[src/rtl/stby_pkg.sv]
package stby_pkg;
  typedef enum logic [1:0] {
    PM_RUN    = 2'd0,
    PM_ENTER  = 2'd1,
    PM_STBY   = 2'd2,
    PM_SETTLE = 2'd3
  } pm_state_t;
endpackage

[src/rtl/stby_entry_check.sv]
// Combines the independent conditions that must all hold before standby entry.
module stby_entry_check #(
  parameter int DIVW = 3
) (
  input  logic            wdt_wd_active,
  input  logic            dma_run,
  input  logic            xfer_run,
  input  logic [DIVW-1:0] iclk_div,
  input  logic [DIVW-1:0] pclk_div,
  output logic            entry_ok
);
  logic div_match;
  logic engines_idle;

  always_comb begin
    div_match    = (iclk_div == pclk_div);
    engines_idle = ~dma_run & ~xfer_run;
    entry_ok     = div_match & engines_idle & ~wdt_wd_active;
  end
endmodule

[src/rtl/stby_wake_qual.sv]
// Per-source qualification: enabled and strictly above the CPU mask.
module stby_wake_qual #(
  parameter int NSRC = 8,
  parameter int PW   = 3
) (
  input  logic [NSRC-1:0]    irq_req,
  input  logic [NSRC-1:0]    irq_en,
  input  logic [NSRC*PW-1:0] irq_prio,
  input  logic [PW-1:0]      cpu_mask,
  output logic               wake
);
  logic [NSRC-1:0] hit;

  for (genvar g = 0; g < NSRC; g++) begin : g_src
    assign hit[g] = irq_req[g] & irq_en[g] & (irq_prio[g*PW +: PW] > cpu_mask);
  end

  assign wake = |hit;
endmodule

[src/rtl/stby_settle_cnt.sv]
// Oscillator settling down-counter advanced by always-on slow-tick strobes.
module stby_settle_cnt #(
  parameter int CNTW = 8
) (
  input  logic            clk,
  input  logic            rst,
  input  logic            load,
  input  logic [CNTW-1:0] load_val,
  input  logic            tick,
  output logic            expired
);
  logic [CNTW-1:0] cnt_q;

  always_ff @(posedge clk) begin
    if (rst) begin
      cnt_q <= '0;
    end else if (load) begin
      cnt_q <= load_val;
    end else if (tick && (cnt_q != '0)) begin
      cnt_q <= cnt_q - 1'b1;
    end
  end

  assign expired = (cnt_q == '0);
endmodule

[src/rtl/stby_wake_ctrl.sv]
module stby_wake_ctrl
  import stby_pkg::*;
#(
  parameter int NSRC = 8,
  parameter int PW   = 3,
  parameter int DIVW = 3,
  parameter int CNTW = 8
) (
  input  logic               clk,
  input  logic               rst,
  input  logic               wait_stb,
  input  logic               sel_standby,
  input  logic               sel_deep,
  input  logic               bus_hold_mode,
  input  logic               wdt_wd_active,
  input  logic               dma_run,
  input  logic               xfer_run,
  input  logic [DIVW-1:0]    iclk_div,
  input  logic [DIVW-1:0]    pclk_div,
  input  logic [NSRC-1:0]    irq_req,
  input  logic [NSRC-1:0]    irq_en,
  input  logic [NSRC*PW-1:0] irq_prio,
  input  logic [PW-1:0]      cpu_mask,
  input  logic [CNTW-1:0]    settle_val,
  input  logic               slow_tick,
  input  logic               err_clr,
  output logic               cpu_clk_en,
  output logic               per_clk_en,
  output logic               osc_en,
  output logic               bus_hiz,
  output logic               bus_hold,
  output logic               ie_set_pulse,
  output logic               entry_err,
  output logic [1:0]         pm_state
);
  pm_state_t st_q, st_n;
  logic      entry_ok, wake, settle_done;
  logic      req_valid, accept, fault, load_cnt;
  logic      mode_q, mode_n;
  logic      gate_core, gate_osc, bus_ctl;

  stby_entry_check #(.DIVW(DIVW)) u_check (
    .wdt_wd_active(wdt_wd_active),
    .dma_run      (dma_run),
    .xfer_run     (xfer_run),
    .iclk_div     (iclk_div),
    .pclk_div     (pclk_div),
    .entry_ok     (entry_ok)
  );

  stby_wake_qual #(.NSRC(NSRC), .PW(PW)) u_qual (
    .irq_req (irq_req),
    .irq_en  (irq_en),
    .irq_prio(irq_prio),
    .cpu_mask(cpu_mask),
    .wake    (wake)
  );

  stby_settle_cnt #(.CNTW(CNTW)) u_settle (
    .clk     (clk),
    .rst     (rst),
    .load    (load_cnt),
    .load_val(settle_val),
    .tick    (slow_tick),
    .expired (settle_done)
  );

  always_comb begin
    req_valid = (st_q == PM_RUN) & wait_stb & sel_standby & ~sel_deep;
    accept    = req_valid & entry_ok;
    fault     = req_valid & ~entry_ok;
    load_cnt  = (st_q == PM_STBY) & wake;
    mode_n    = accept ? bus_hold_mode : mode_q;

    st_n = st_q;
    unique case (st_q)
      PM_RUN:    if (accept)      st_n = PM_ENTER;
      PM_ENTER:  st_n = wake ? PM_RUN : PM_STBY;
      PM_STBY:   if (wake)        st_n = PM_SETTLE;
      PM_SETTLE: if (settle_done) st_n = PM_RUN;
      default:   st_n = PM_RUN;
    endcase

    gate_core = (st_n == PM_STBY) | (st_n == PM_SETTLE);
    gate_osc  = (st_n == PM_STBY);
    bus_ctl   = (st_n != PM_RUN);
  end

  always_ff @(posedge clk) begin
    if (rst) begin
      st_q         <= PM_RUN;
      mode_q       <= 1'b0;
      cpu_clk_en   <= 1'b1;
      per_clk_en   <= 1'b1;
      osc_en       <= 1'b1;
      bus_hiz      <= 1'b0;
      bus_hold     <= 1'b0;
      ie_set_pulse <= 1'b0;
      entry_err    <= 1'b0;
    end else begin
      st_q         <= st_n;
      mode_q       <= mode_n;
      cpu_clk_en   <= ~gate_core;
      per_clk_en   <= ~gate_core;
      osc_en       <= ~gate_osc;
      bus_hiz      <= bus_ctl & ~mode_n;
      bus_hold     <= bus_ctl & mode_n;
      ie_set_pulse <= accept;
      if (fault)        entry_err <= 1'b1;
      else if (err_clr) entry_err <= 1'b0;
    end
  end

  assign pm_state = st_q;
endmodule

[config.mk]
export PLATFORM = sky130hd
export DESIGN_NAME = stby_wake_ctrl
export DESIGN_NICKNAME = d
export VERILOG_FILES = /design/src/rtl/stby_pkg.sv /design/src/rtl/stby_entry_check.sv /design/src/rtl/stby_wake_qual.sv /design/src/rtl/stby_settle_cnt.sv /design/src/rtl/stby_wake_ctrl.sv
export SDC_FILE = /design/constraint.sdc
export NUM_CORES = 1
export LEC_CHECK = 0
export ABC_AREA = 0
export ABC_CLOCK_PERIOD_IN_PS = 6250
export BUFFER_PORTS_ARGS = -buffer_cell sky130_fd_sc_hd__buf_2
export CAP_MARGIN = 20
export CORE_UTILIZATION = 49
export DETAILED_ROUTE_END_ITERATION = 7
export PLACE_DENSITY = 0.86
export SLEW_MARGIN = 20
export SYNTH_ARGS = -nofsm -noshare
export SYNTH_HDL_FRONTEND = slang
export SYNTH_SLANG_ARGS = --single-unit
[constraint.sdc]
create_clock -name clk -period 6.25 [get_ports clk]
set_input_delay 0.625 -clock clk [delete_from_list [all_inputs] [get_ports clk]]
set_output_delay 0.625 -clock clk [all_outputs]
set_load 0.005 [all_outputs]
After elaboration in Yosys (flattened, before gate mapping)
Index checks and enable logic that the tools add are counted.
{"block": "classes", "order_cmp": 8, "n_eq_ne": 6, "div_mod_pow": 0, "reduce_logical": 8, "n_bitwise": 36, "n_mux": 10, "mul": 0, "addsub": 1, "n_shift": 0}
{"operator": "$and A1 B1 Y1", "n": 27}
{"operator": "$gt A3 B3 Y1", "n": 8}
{"operator": "$mux W8", "n": 2}
{"operator": "$eq A2 B2 Y1 const B", "n": 4}
{"operator": "$logic_not A8 Y1", "n": 1}
{"operator": "$mux W2", "n": 4}
{"operator": "$not A1 Y1", "n": 8}
{"operator": "$pmux W2 S4", "n": 1}
{"operator": "$reduce_bool A8 Y1", "n": 1}
{"operator": "$reduce_or A8 Y1", "n": 1}
{"operator": "$sub A8 B1 Y8 const B", "n": 1}
{"operator": "$reduce_bool A2 Y1", "n": 3}
{"operator": "$eq A3 B3 Y1", "n": 1}
{"operator": "$mux W1", "n": 3}
{"operator": "$eq A2 B1 Y1 const B", "n": 1}
{"operator": "$logic_not A2 Y1", "n": 1}
{"operator": "$logic_and A1 B1 Y1", "n": 1}
{"operator": "$or A1 B1 Y1", "n": 1}
{"block": "totals", "regBits": 17, "ram_bits": 0, "n_memories": 0, "inputBits": 68, "latchBits": 0, "output_inout_bits": 9, "rom_bits": 0, "wordCells": 78}

Logic depth before layout (Yosys ltp)
Gate-level depths: netlist of the first run.
{"block": "depth", "depth_word": 10, "depth_mapped": 9, "ltp_nobuf": 8}

Hierarchy
A second synthesis of the first run with hierarchy kept.
{"block": "hier_totals", "cells_unflattened": 178, "area_unflattened_um2": 1546.5}
{"mod": "stby_wake_qual", "n_inst": 1, "seq_area_each_um2": 0.0, "cells_per_inst": 71, "area_per_inst_um2": 578.1}
{"mod": "stby_settle_cnt", "n_inst": 1, "seq_area_each_um2": 160.2, "cells_per_inst": 59, "area_per_inst_um2": 515.5}
{"mod": "stby_wake_ctrl", "n_inst": 1, "seq_area_each_um2": 180.2, "cells_per_inst": 43, "area_per_inst_um2": 407.9}
{"mod": "stby_entry_check", "n_inst": 1, "seq_area_each_um2": 0.0, "cells_per_inst": 5, "area_per_inst_um2": 45.0}

Worst setup path before layout of the first run
Ideal clock, no wire load.
{"block": "synth_path", "path_kind": "input-to-reg", "start": "input port cpu_mask[1]", "end": "register u_settle.cnt_q[0]", "path_buffers": 1, "stages": 9, "arrival_ps": 2436, "path_slack_ps": 3735, "required_time_ps": 6171, "path_cell_list": "inv_1 -> ha_1 -> nor2b_1 -> o311ai_4 -> o22ai_2 -> o41ai_4 -> buf_6 -> nor2_1 -> a211oi_2"}
{"block": "synth_via", "elab_chain_cells": 5}
{"element": "start: declaration", "line_no": "stby_wake_ctrl.sv:23", "rtl": "input logic [PW-1:0] cpu_mask,"}
{"element": "$gt A3 B3 Y1", "line_no": "stby_wake_qual.sv:15", "rtl": "assign hit[g] = irq_req[g] & irq_en[g] & (irq_prio[g*PW +: PW] > cpu_mask);"}
{"element": "$and A1 B1 Y1", "line_no": "stby_wake_qual.sv:15"}
{"element": "$reduce_or A8 Y1 (*)", "line_no": "stby_wake_qual.sv:18", "rtl": "assign wake = |hit;"}
{"element": "$and A1 B1 Y1 (*)", "line_no": "stby_wake_ctrl.sv:72", "rtl": "load_cnt = (st_q == PM_STBY) & wake;"}
{"element": "$mux W8 or $reduce_bool A2 Y1 (tied branches)"}
{"element": "end signal: assignment", "line_no": "stby_settle_cnt.sv:18", "rtl": "cnt_q <= load_val;"}
{"element": "end signal: assignment", "line_no": "stby_settle_cnt.sv:20", "rtl": "cnt_q <= cnt_q - 1'b1;"}
{"element": "end: declaration", "line_no": "stby_settle_cnt.sv:12", "rtl": "logic [CNTW-1:0] cnt_q;"}
Mark *: on every way between the ends. The rest lies on a longest branch, timed or not.
A chain may end at the register's enable or synchronous reset.

Final worst setup path of the first run
{"block": "layout_path", "start": "input port cpu_mask[1]", "end": "register u_settle.cnt_q[1]"}
Same word-level chain as after synthesis.

==> results.json, run 1 <==
{
  "outcome": "finished, violations left",
  "violations": "DRC",
  "r2r_end": "u_settle.cnt_q[4]",
  "die_h_um": 57.0,
  "period_share_pct": 44.4,
  "antenna_left": 0,
  "hold_depth": 2,
  "hold_viol": 0,
  "gr-usage-all-layers_pct": 21.2,
  "cts_tree": "done",
  "skew_ns": 0.00169,
  "drtIter0Drc": 55,
  "insertedDiodeCount": 0,
  "clockPowerShare_pct": 15.0,
  "combPwrFrac_pct": 50.7,
  "num_vias": 1461,
  "p_sw_share_pct": 38.3,
  "wirelength_um": 3260,
  "seq_area_frac_synth_pct": 23.0,
  "routabilityCongestion": 0.774,
  "seqPwrFrac_pct": 34.3,
  "antenna_found_initial": 0,
  "path_class": "in -> reg",
  "crit_chain": "buf_2 -> inv_1 -> ha_1 -> nor2b_1 -> o311ai_4 -> o22ai_2 -> o41ai_4 -> mux2i_1 -> nor2_1",
  "cts_buffer_depth": 2,
  "die_x_um": 57.0,
  "cpPeakStageDelay_ns": 0.86,
  "syn_area_per_cell_um2": 8.87,
  "fin_tns_setup_ns": 0,
  "peakVddDrop_mv": 0.229,
  "critPathRequiredTime_ns": 6.44,
  "rr_startpoint": "u_settle.cnt_q[2]",
  "synthTopCellsByArea": "dfxtp_1 23%, ha_1 22%, nor2_1 4.6%",
  "p_per_area_nw_per_um2": 220,
  "cp.arrival_ns": 2.97,
  "start_util_pct": 52.8,
  "dr.pass1.iters": 6,
  "power_leakage_nw": 0.928,
  "postCtsSetupRepairBufs": 0,
  "yosysWarnings": 0,
  "wl_per_cell_um": 11.8,
  "grt_pass1_wl_um": 5550,
  "syn_nets": 261,
  "stdcell_count": 275,
  "hp-class": "reg -> reg",
  "dp.cells": 271,
  "fp.dieArea_um2": 3250,
  "drive_gt1_share_pct": 37.7,
  "rows": 19,
  "cts-root-buf": "clkbuf_4",
  "syn_area_um2": 1480,
  "n_fill_cell": 252,
  "detail_route.vias_per_cell": 5.31,
  "final_net_count": 339,
  "ctsResizeCount": 0,
  "synth_cells": 167,
  "syn2layout_area_growth_pct": 28.8,
  "p_int_mw": 0.258,
  "p_switching_mw": 0.161,
  "hold_buffers": 0,
  "setup_viol": 0,
  "synth_cell_types": 37,
  "cts_sinks": 17,
  "grt-ovfl-total": 0,
  "ys.flop_type": "dfxtp_1",
  "synth_top_cell_by_area": "dfxtp_1",
  "path_clk_slew_ns": 0.11,
  "crit_fanout": 15,
  "final_max_slew_viol_count": 0,
  "io_pins": 77,
  "cap_violations": 0,
  "synth_top_area_share_pct": 23.0,
  "grt_pass1_vias": 1378,
  "drc_errors": 14,
  "min_from": "entry_err",
  "worst-r2r-cell-count": 6,
  "slew_headroom_pct": 41.1,
  "max_freq_mhz": 361,
  "core_um2": 2810,
  "grt_max_degree": 16,
  "rsz0062_at_grt": "false",
  "end_kind": "flip-flop",
  "cts_buffers": 3,
  "period_needed_ns": 2.77,
  "ys_async_sr_fraction_pct": 0,
  "multi_input_area_um2": 1060,
  "cts_max_level": 1,
  "min_to": "entry_err",
  "layout.area.seq_um2": 340,
  "dpl.hpwl_um": 2690,
  "port_buffers": 76,
  "worst_pin_slew_ns": 0.880,
  "clk_latency_ns": 0.30,
  "regToRegSetupSlack_ns": 4.32,
  "cp_slowest_cell": "o41ai_4",
  "synth.ff_latch_count": 17,
  "start_kind": "input pin",
  "synth_edf_count": 0
}
synthesized netlist by cell type (3+ instances only):
master and number:
a211oi_2 3, nor2_1 18, ha_1 26, nand2_1 3, o311ai_1 3, dfxtp_1 17
o22ai_1 3, inv_1 15, nand3_1 11, a211oi_1 4, a21oi_1 5, o21ai_0 9
nor3_1 5, mux2i_1 3, xnor2_1 6, nor2b_1 8
power groups by stage:
| stage | Clock [mW] | Combinational, mW | Sequential, mW |
|---|---|---|---|
| floorplan | 0 | 0.162 | 0.143 |
| finish | 0.0627 | 0.213 | 0.144 |
| global route | 0.0684 | 0.241 | 0.146 |
| global placement | 0 | 0.204 | 0.146 |
| detailed placement | 0 | 0.211 | 0.146 |
| CTS | 0.0631 | 0.213 | 0.144 |
routing by layer:
layer  global-route usage [%]  part of all wire [%]
met1                     25.2                    44
met2                     39.8                    50
met3                     2.27                   5.2
met4                     6.62                   1.3
met5                        0                     0
stage by stage:
| stage | utilization (%) | worst slack, ns | power [mW] | instance area [um^2] | hold slack [ns] |
|---|---|---|---|---|---|
| finish | 68.0 | 3.48 | 0.419 | 1910 | 0.482 |
| global route | 68.0 | 3.25 | 0.456 | 1910 | 0.527 |
| detailed placement | 66.9 | 3.14 | 0.358 | 1880 | 0.474 |
| global placement | 66.9 | 3.19 | 0.350 | 1880 | 0.456 |
| CTS | 68.0 | 3.46 | 0.420 | 1910 | 0.490 |
| floorplan | - | 3.73 | 0.304 | 1480 | 0.466 |
worst max-delay path, delay by kind of cell:
kind,cells,cell delay (ns)
AOI/OAI and AO/OA,3,1.24
and+or+nand+nor,2,0.21
muxes,1,0.26
buffers and inverters,2,0.31
adders and majority gates,1,0.30
cell usage in the layout, fill, tap and decap left out, drive strengths merged:
master	instances
o21a	1
and3	2
xor2	2
nor2b	10
o41ai	1
nand2	3
a21oi	5
buf	76
a22oi	1
xnor2	6
a211oi	7
o21ai	9
inv	15
clkinvlp	1
clkbuf	3
or2	1
nor2	18
nand4b	1
o311ai	8
dfxtp	17
nor4	2
nor3	5
nand4	1
mux2i	3
nand2b	2
a21boi	2
ha	26
nand3	11
nand3b	1
o22ai	4
sequential cells by signal (all words and copies together) (netlist names):
register,flops
u_settle.cnt_q,8
pm_state,2
bus_hiz,1
bus_hold,1
entry_err,1
ie_set_pulse,1
mode_q,1
osc_en,1
per_clk_en,1
how the worst max path moves through the flow:
stage / start / end / slack [ns] / depth (start not counted)
final: cpu_mask[1] / u_settle.cnt_q[1] / 3.48 / 9
after detailed placement: cpu_mask[1] / u_settle.cnt_q[1] / 3.14 / 9
after CTS: cpu_mask[1] / u_settle.cnt_q[1] / 3.46 / 9
after floorplan: cpu_mask[1] / u_settle.cnt_q[0] / 3.73 / 9
after global routing: cpu_mask[1] / u_settle.cnt_q[0] / 3.25 / 9
after global placement: cpu_mask[1] / u_settle.cnt_q[1] / 3.19 / 9
logic make-up (layout without fill, tap and decap cells):
family | Yosys count | in the layout | share of synthesized area, %
simple gates | 57 | 57 | 20.8
compound gates | 38 | 38 | 22.2
fa+ha+maj | 26 | 26 | 22.0
buf+inv | 18 | 95 | 5.32
flops | 17 | 17 | 23.0
xor+xnor | 8 | 8 | 4.73
mux | 3 | 3 | 2.03
final cells by class:
| class | count | area share (%) |
|---|---|---|
| clock buffer | 3 | 1.18 |
| inverter | 15 | 2.95 |
| multi-input combinational | 132 | 55.7 |
| sequential | 17 | 17.8 |
| timing repair buffer | 76 | 19.9 |
| clock inverter | 1 | 0.393 |
| tap | 31 | 2.03 |
Note: power is estimated with default switching activity, not from simulation.
==> run 2: changes to the inputs <==
--- a/config.mk
+++ b/config.mk
@@ -5,13 +5,13 @@
 export SDC_FILE = /design/constraint.sdc
 export NUM_CORES = 1
 export LEC_CHECK = 0
-export ABC_AREA = 0
-export ABC_CLOCK_PERIOD_IN_PS = 6250
+export ABC_AREA = 1
+export ABC_CLOCK_PERIOD_IN_PS = 2870
 export BUFFER_PORTS_ARGS = -buffer_cell sky130_fd_sc_hd__buf_2
 export CAP_MARGIN = 20
-export CORE_UTILIZATION = 49
+export CORE_UTILIZATION = 47
 export DETAILED_ROUTE_END_ITERATION = 7
-export PLACE_DENSITY = 0.86
+export PLACE_DENSITY = 0.8
 export SLEW_MARGIN = 20
 export SYNTH_ARGS = -nofsm -noshare
 export SYNTH_HDL_FRONTEND = slang
==> constraint.sdc (replaced) <==
create_clock -name clk -period 2.87 [get_ports clk]
set_input_delay 0.287 -clock clk [delete_from_list [all_inputs] [get_ports clk]]
set_output_delay 0.287 -clock clk [all_outputs]
set_load 0.005 [all_outputs]
==> results.json, run 2 <==
{
  "min_from": "err_clr",
  "synth.ff_latch_count": 17,
  "seqPwrFrac_pct": 30.4,
  "hp-class": "in -> reg",
  "crit_fanout": 11,
  "drc_errors": 0,
  "syn2layout_area_growth_pct": 25.1,
  "power_leakage_nw": 1.33,
  "synth_top_area_share_pct": 20.0,
  "path_class": "reg -> reg",
  "yosys-top-cells-count": "73 x nand2_1, 49 x inv_1, 26 x ha_1",
  "start_kind": "flip-flop",
  "antenna_found_initial": 0,
  "synth_top_cell_by_area": "dfxtp_1",
  "clk_latency_ns": 0.30,
  "path_clk_slew_ns": 0.11,
  "end_kind": "flip-flop",
  "layout_common_cells": "76 x buf_2, 73 x nand2_1, 49 x inv_1",
  "ctsResizeCount": 0,
  "core_um2": 3390,
  "largest_reg_flops": 8,
  "rsz0062_at_grt": "false",
  "p_per_area_nw_per_um2": 503,
  "layout_commonest_cell": "buf_2",
  "cts_buffer_depth": 2,
  "p_switching_mw": 0.470,
  "hold_buffers": 0,
  "skew_ns": 0.0163,
  "period_share_pct": 61.5,
  "period_needed_ns": 1.76,
  "worst_pin_slew_ns": 0.464,
  "num_vias": 1809,
  "ys_async_sr_fraction_pct": 0,
  "syn_area_per_cell_um2": 6.51,
  "drtIter0Drc": 82,
  "cp_slowest_cell": "or2_2",
  "crit_chain": "inv_1 -> ha_1 -> nand3_1 -> nor2_1 -> inv_1 -> nand2_1 -> or2_2 -> nand2_1 -> nand2_1 -> a21oi_1",
  "yosysMostFrequentCell": "nand2_1",
  "path_buf_inv": 2,
  "combPwrFrac_pct": 57.1,
  "setup_viol": 0,
  "syn_area_um2": 1700,
  "max_freq_mhz": 567,
  "outcome": "completed",
  "synthTopCellsByArea": "dfxtp_1 20%, ha_1 19%, nand2_1 16%",
  "dpl-instance-area_um2": 2100,
  "peakVddDrop_mv": 0.264,
  "die_x_um": 62.1,
  "insertedDiodeCount": 0,
  "fp.dieArea_um2": 3860,
  "syn_nets": 355,
  "dpl.hpwl_um": 3130,
  "cp.arrival_ns": 2.01,
  "wl_per_cell_um": 9.61,
  "die_h_um": 62.1,
  "io_pins": 77,
  "p_int_mw": 0.598,
  "p_sw_share_pct": 44.0,
  "fin_tns_setup_ns": 0,
  "cap_violations": 0,
  "gr-usage-all-layers_pct": 20.4,
  "start_util_pct": 50.1,
  "grt_pass1_vias": 1621,
  "critPathRequiredTime_ns": 3.11,
  "cts_max_level": 1,
  "cpPeakStageDelay_ns": 0.37,
  "synth_edf_count": 0,
  "fin_area_um2": 2120,
  "ys.flop_type": "dfxtp_1",
  "final_net_count": 432,
  "grt_pass1_wl_um": 6430,
  "grt-ovfl-total": 0,
  "dr.pass1.iters": 7,
  "synth_cell_types": 27,
  "yosysWarnings": 0,
  "final_max_slew_viol_count": 0,
  "port_buffers": 76,
  "post-route-util_pct": 62.6,
  "top_register": "u_settle.cnt_q",
  "grt_max_degree": 17,
  "cts_tree": "done",
  "cts-root-buf": "clkbuf_4",
  "cts_buffers": 3,
  "worstSetupStartpoint": "u_settle.cnt_q[0]",
  "detail_route.vias_per_cell": 4.72,
  "rows": 21,
  "hold_viol": 0,
  "antenna_left": 0,
  "rr_startpoint": "u_settle.cnt_q[0]",
  "seq_area_frac_synth_pct": 20.0,
  "postCtsSetupRepairBufs": 0,
  "slew_headroom_pct": 69.0,
  "wirelength_um": 3680,
  "drive_gt1_share_pct": 25.8,
  "routabilityCongestion": 0.816,
  "critical-path-top-delay-family": "simple AND/OR/NAND/NOR gates",
  "clockPowerShare_pct": 12.5,
  "synth_cells": 261,
  "path_common_cell": "nand2_1",
  "cts_sinks": 17
}
run 2: layout make-up:
cell class,instances,area [um^2]
Fill cell,313,1270
Multi-Input combinational cell,191,1130
Timing Repair Buffer,76,380
Sequential cell,17,340
Inverter,49,184
Tap cell,46,57.6
Clock buffer,4,26.3
run 2: path summary, 6_finish.rpt:
| path | to | slack (ns) | cells after the start |
|---|---|---|---|
| setup / recovery | u_settle.cnt_q[1] | 1.11 | 10 |
| hold / removal | entry_err | 0.24 | 4 |
| setup reg to reg | u_settle.cnt_q[1] | 1.11 | 10 |
| hold reg to reg | entry_err | 0.47 | 2 |
run 2: logic make-up (layout without fill, tap and decap cells):
logic type               count (synthesis)  in the layout  share of synthesized area [%]
buffers and inverters                   53            129                           13.1
adder cells (fa/ha/maj)                 26             26                           19.2
AO/OA/AOI/OAI                           20             20                           6.04
AND/OR/NAND/NOR                        139            139                           38.5
XOR/XNOR                                 6              6                           3.10
flip-flops                              17             17                           20.0
run 2: power by group through the flow:
stage	registers, mW	clock network, mW	logic (mW)
finish	0.325	0.133	0.610
global route	0.333	0.149	0.715
CTS	0.325	0.135	0.612
detailed placement	0.331	0	0.606
global placement	0.331	0	0.597
floorplan	0.322	0	0.487
run 2: stage by stage:
step	power [mW]	hold slack, ns	worst slack, ns	cells
detailed placement	0.937	0.465	0.774	379
floorplan	0.809	0.450	1.14	261
CTS	1.07	0.235	1.09	383
finish	1.07	0.238	1.11	383
global placement	0.929	0.452	0.843	379
global route	1.20	0.235	0.917	383
run 2: worst min-delay path: stages:
cell and delay [ns]:
buf_2 0.07, inv_1 0.03, nand2_1 0.04, a21oi_1 0.05
run 2: per-layer routing:
layer	track usage, %	routed length, um	up-vias
met5	0	0	-
met4	3.49	21	0
met3	4.41	201	2
met2	36.3	1790	52
met1	25.5	1670	782
li1	-	-	973
==> run 3: changes to the inputs <==
--- a/config.mk
+++ b/config.mk
@@ -6,12 +6,12 @@
 export NUM_CORES = 1
 export LEC_CHECK = 0
 export ABC_AREA = 1
-export ABC_CLOCK_PERIOD_IN_PS = 2870
+export ABC_CLOCK_PERIOD_IN_PS = 1620
 export BUFFER_PORTS_ARGS = -buffer_cell sky130_fd_sc_hd__buf_2
 export CAP_MARGIN = 20
-export CORE_UTILIZATION = 47
+export CORE_UTILIZATION = 43
 export DETAILED_ROUTE_END_ITERATION = 7
-export PLACE_DENSITY = 0.8
+export PLACE_DENSITY = 0.77
 export SLEW_MARGIN = 20
 export SYNTH_ARGS = -nofsm -noshare
 export SYNTH_HDL_FRONTEND = slang
==> constraint.sdc (replaced) <==
create_clock -name clk -period 1.62 [get_ports clk]
set_input_delay 0.162 -clock clk [delete_from_list [all_inputs] [get_ports clk]]
set_output_delay 0.162 -clock clk [all_outputs]
set_load 0.005 [all_outputs]
==> results.json, run 3 (synthesized netlist as in run 2, its figures left out) <==
{
  "post-route-util_pct": 65.8,
  "path_class": "in -> reg",
  "dr_wl_met2_um": 2220,
  "slew_headroom_pct": 83.2,
  "dr.pass1.iters": 4,
  "cts_buffers": 3,
  "hold_buffers": 0,
  "wl_met3_um": 194,
  "detail_route.vias_per_cell": 4.71,
  "cts_sinks": 17,
  "largest_reg_flops": 8,
  "topRoutingLayerUsed": "met4",
  "regToRegSetupSlack_ns": 0.14,
  "clk_latency_ns": 0.25,
  "cts-root-buf": "clkbuf_8",
  "final_net_count": 444,
  "routabilityCongestion": 0.807,
  "p_per_area_nw_per_um2": 911,
  "port_buffers": 76,
  "start_kind": "input pin",
  "crit_fanout": 8,
  "max_freq_mhz": 612,
  "antenna_left": 0,
  "wirelength_um": 4320,
  "drive_gt1_share_pct": 35.0,
  "worst_pin_slew_ns": 0.251,
  "die_h_um": 64.8,
  "crit_chain": "buf_2 -> inv_1 -> buf_12 -> ha_1 -> nand3_1 -> nand2_1 -> inv_1 -> nand2_1 -> nand2_1 -> nor2_2 -> nand2_4 -> buf_4 -> nand3_1 -> nand2_1 -> nor2_1 -> nor2_1",
  "skew_ns": 0.00265,
  "hold_viol": 0,
  "grt_max_degree": 16,
  "gr-usage-all-layers_pct": 20.4,
  "fin_tns_setup_ns": -0.0131,
  "cp.arrival_ns": 1.78,
  "num_vias": 1870,
  "period_share_pct": 101,
  "violations": "setup timing",
  "cp_slowest_cell": "ha_1",
  "drc_errors": 0,
  "grt-ovfl-total": 0,
  "period_needed_ns": 1.63,
  "die_x_um": 64.8,
  "cts_tree": "done",
  "path_clk_slew_ns": 0.07,
  "top_register": "u_settle.cnt_q",
  "grt_pass1_vias": 1743,
  "layout_common_cells": "75 x buf_2, 69 x nand2_1, 48 x inv_1",
  "core_um2": 3720,
  "peakVddDrop_mv": 0.423,
  "wl_per_cell_um": 10.9,
  "drt-met1-wl_um": 1830,
  "rsz0062_at_grt": "true",
  "grt_pass1_wl_um": 6760,
  "dpl.hpwl_um": 3150,
  "syn2layout_area_growth_pct": 43.9,
  "power_leakage_nw": 1.41,
  "start_util_pct": 45.7,
  "cpPeakStageDelay_ns": 0.31,
  "timing.final.ws_setup_ns": -0.0131,
  "insertedDiodeCount": 0,
  "rows": 22,
  "fp.dieArea_um2": 4200,
  "end_kind": "flip-flop",
  "antenna_found_initial": 0,
  "path_common_cell": "nand2_1",
  "cap_violations": 0,
  "final_max_slew_viol_count": 0,
  "critPathRequiredTime_ns": 1.76,
  "cts_max_level": 1,
  "io_pins": 77,
  "cts_buffer_depth": 2,
  "hp-class": "in -> reg",
  "layout_commonest_cell": "buf_2",
  "outcome": "finished, violations left",
  "drtIter0Drc": 86,
  "setup_viol": 1
}
run 3: cell type report:
type | instances | area (um^2)
Clock buffer | 3 | 41.3
Clock inverter | 1 | 5.00
Fill cell | 321 | 1270
Inverter | 49 | 188
Multi-Input combinational cell | 191 | 1300
Sequential cell | 17 | 342
Tap cell | 48 | 60.1
Timing Repair Buffer | 88 | 509
run 3: report_power, final:
group	switching [mW]	internal, mW
combinational	0.723	0.614
sequential	0.0602	0.508
clock	0.150	0.171
run 3: through the flow:
stage	cell area, um^2	power (mW)	instances	setup slack, ns	hold WS [ns]
floorplan	1700	1.43	261	0.0194	0.325
global placement	2180	1.76	390	-0.236	0.417
detailed placement	2180	1.78	390	-0.296	0.422
CTS	2300	2.13	395	0.00809	0.151
global route	2440	2.42	397	-0.107	0.166
finish	2440	2.23	397	-0.0131	0.156
run 3: path summary, 6_finish.rpt:
check	cells past startpoint	startpoint	end
hold / removal	4	err_clr	entry_err
hold reg to reg	2	entry_err	entry_err
setup / recovery	16	cpu_mask[1]	u_settle.cnt_q[6]
setup reg to reg	9	u_settle.cnt_q[0]	u_settle.cnt_q[0]
run 3: what timing repair did:
action	CTS	global route
endpoints found under the hold margin	0	0
buffers inserted	1	2
pin swaps	0	12
endpoints found under the setup margin	7	14
gates resized for setup	5	21
run 3: metal layers:
metal / track usage [%] / vias up
met5: 0 / -
met4: 6.94 / 0
met3: 3.52 / 9
met2: 38.5 / 58
met1: 22.5 / 809
li1: - / 994
run 3: worst max-delay path, delay by kind of cell:
family,cells,cell delay [ns]
buf+inv,5,0.47
fa+ha+maj,1,0.31
simple gates,10,0.83
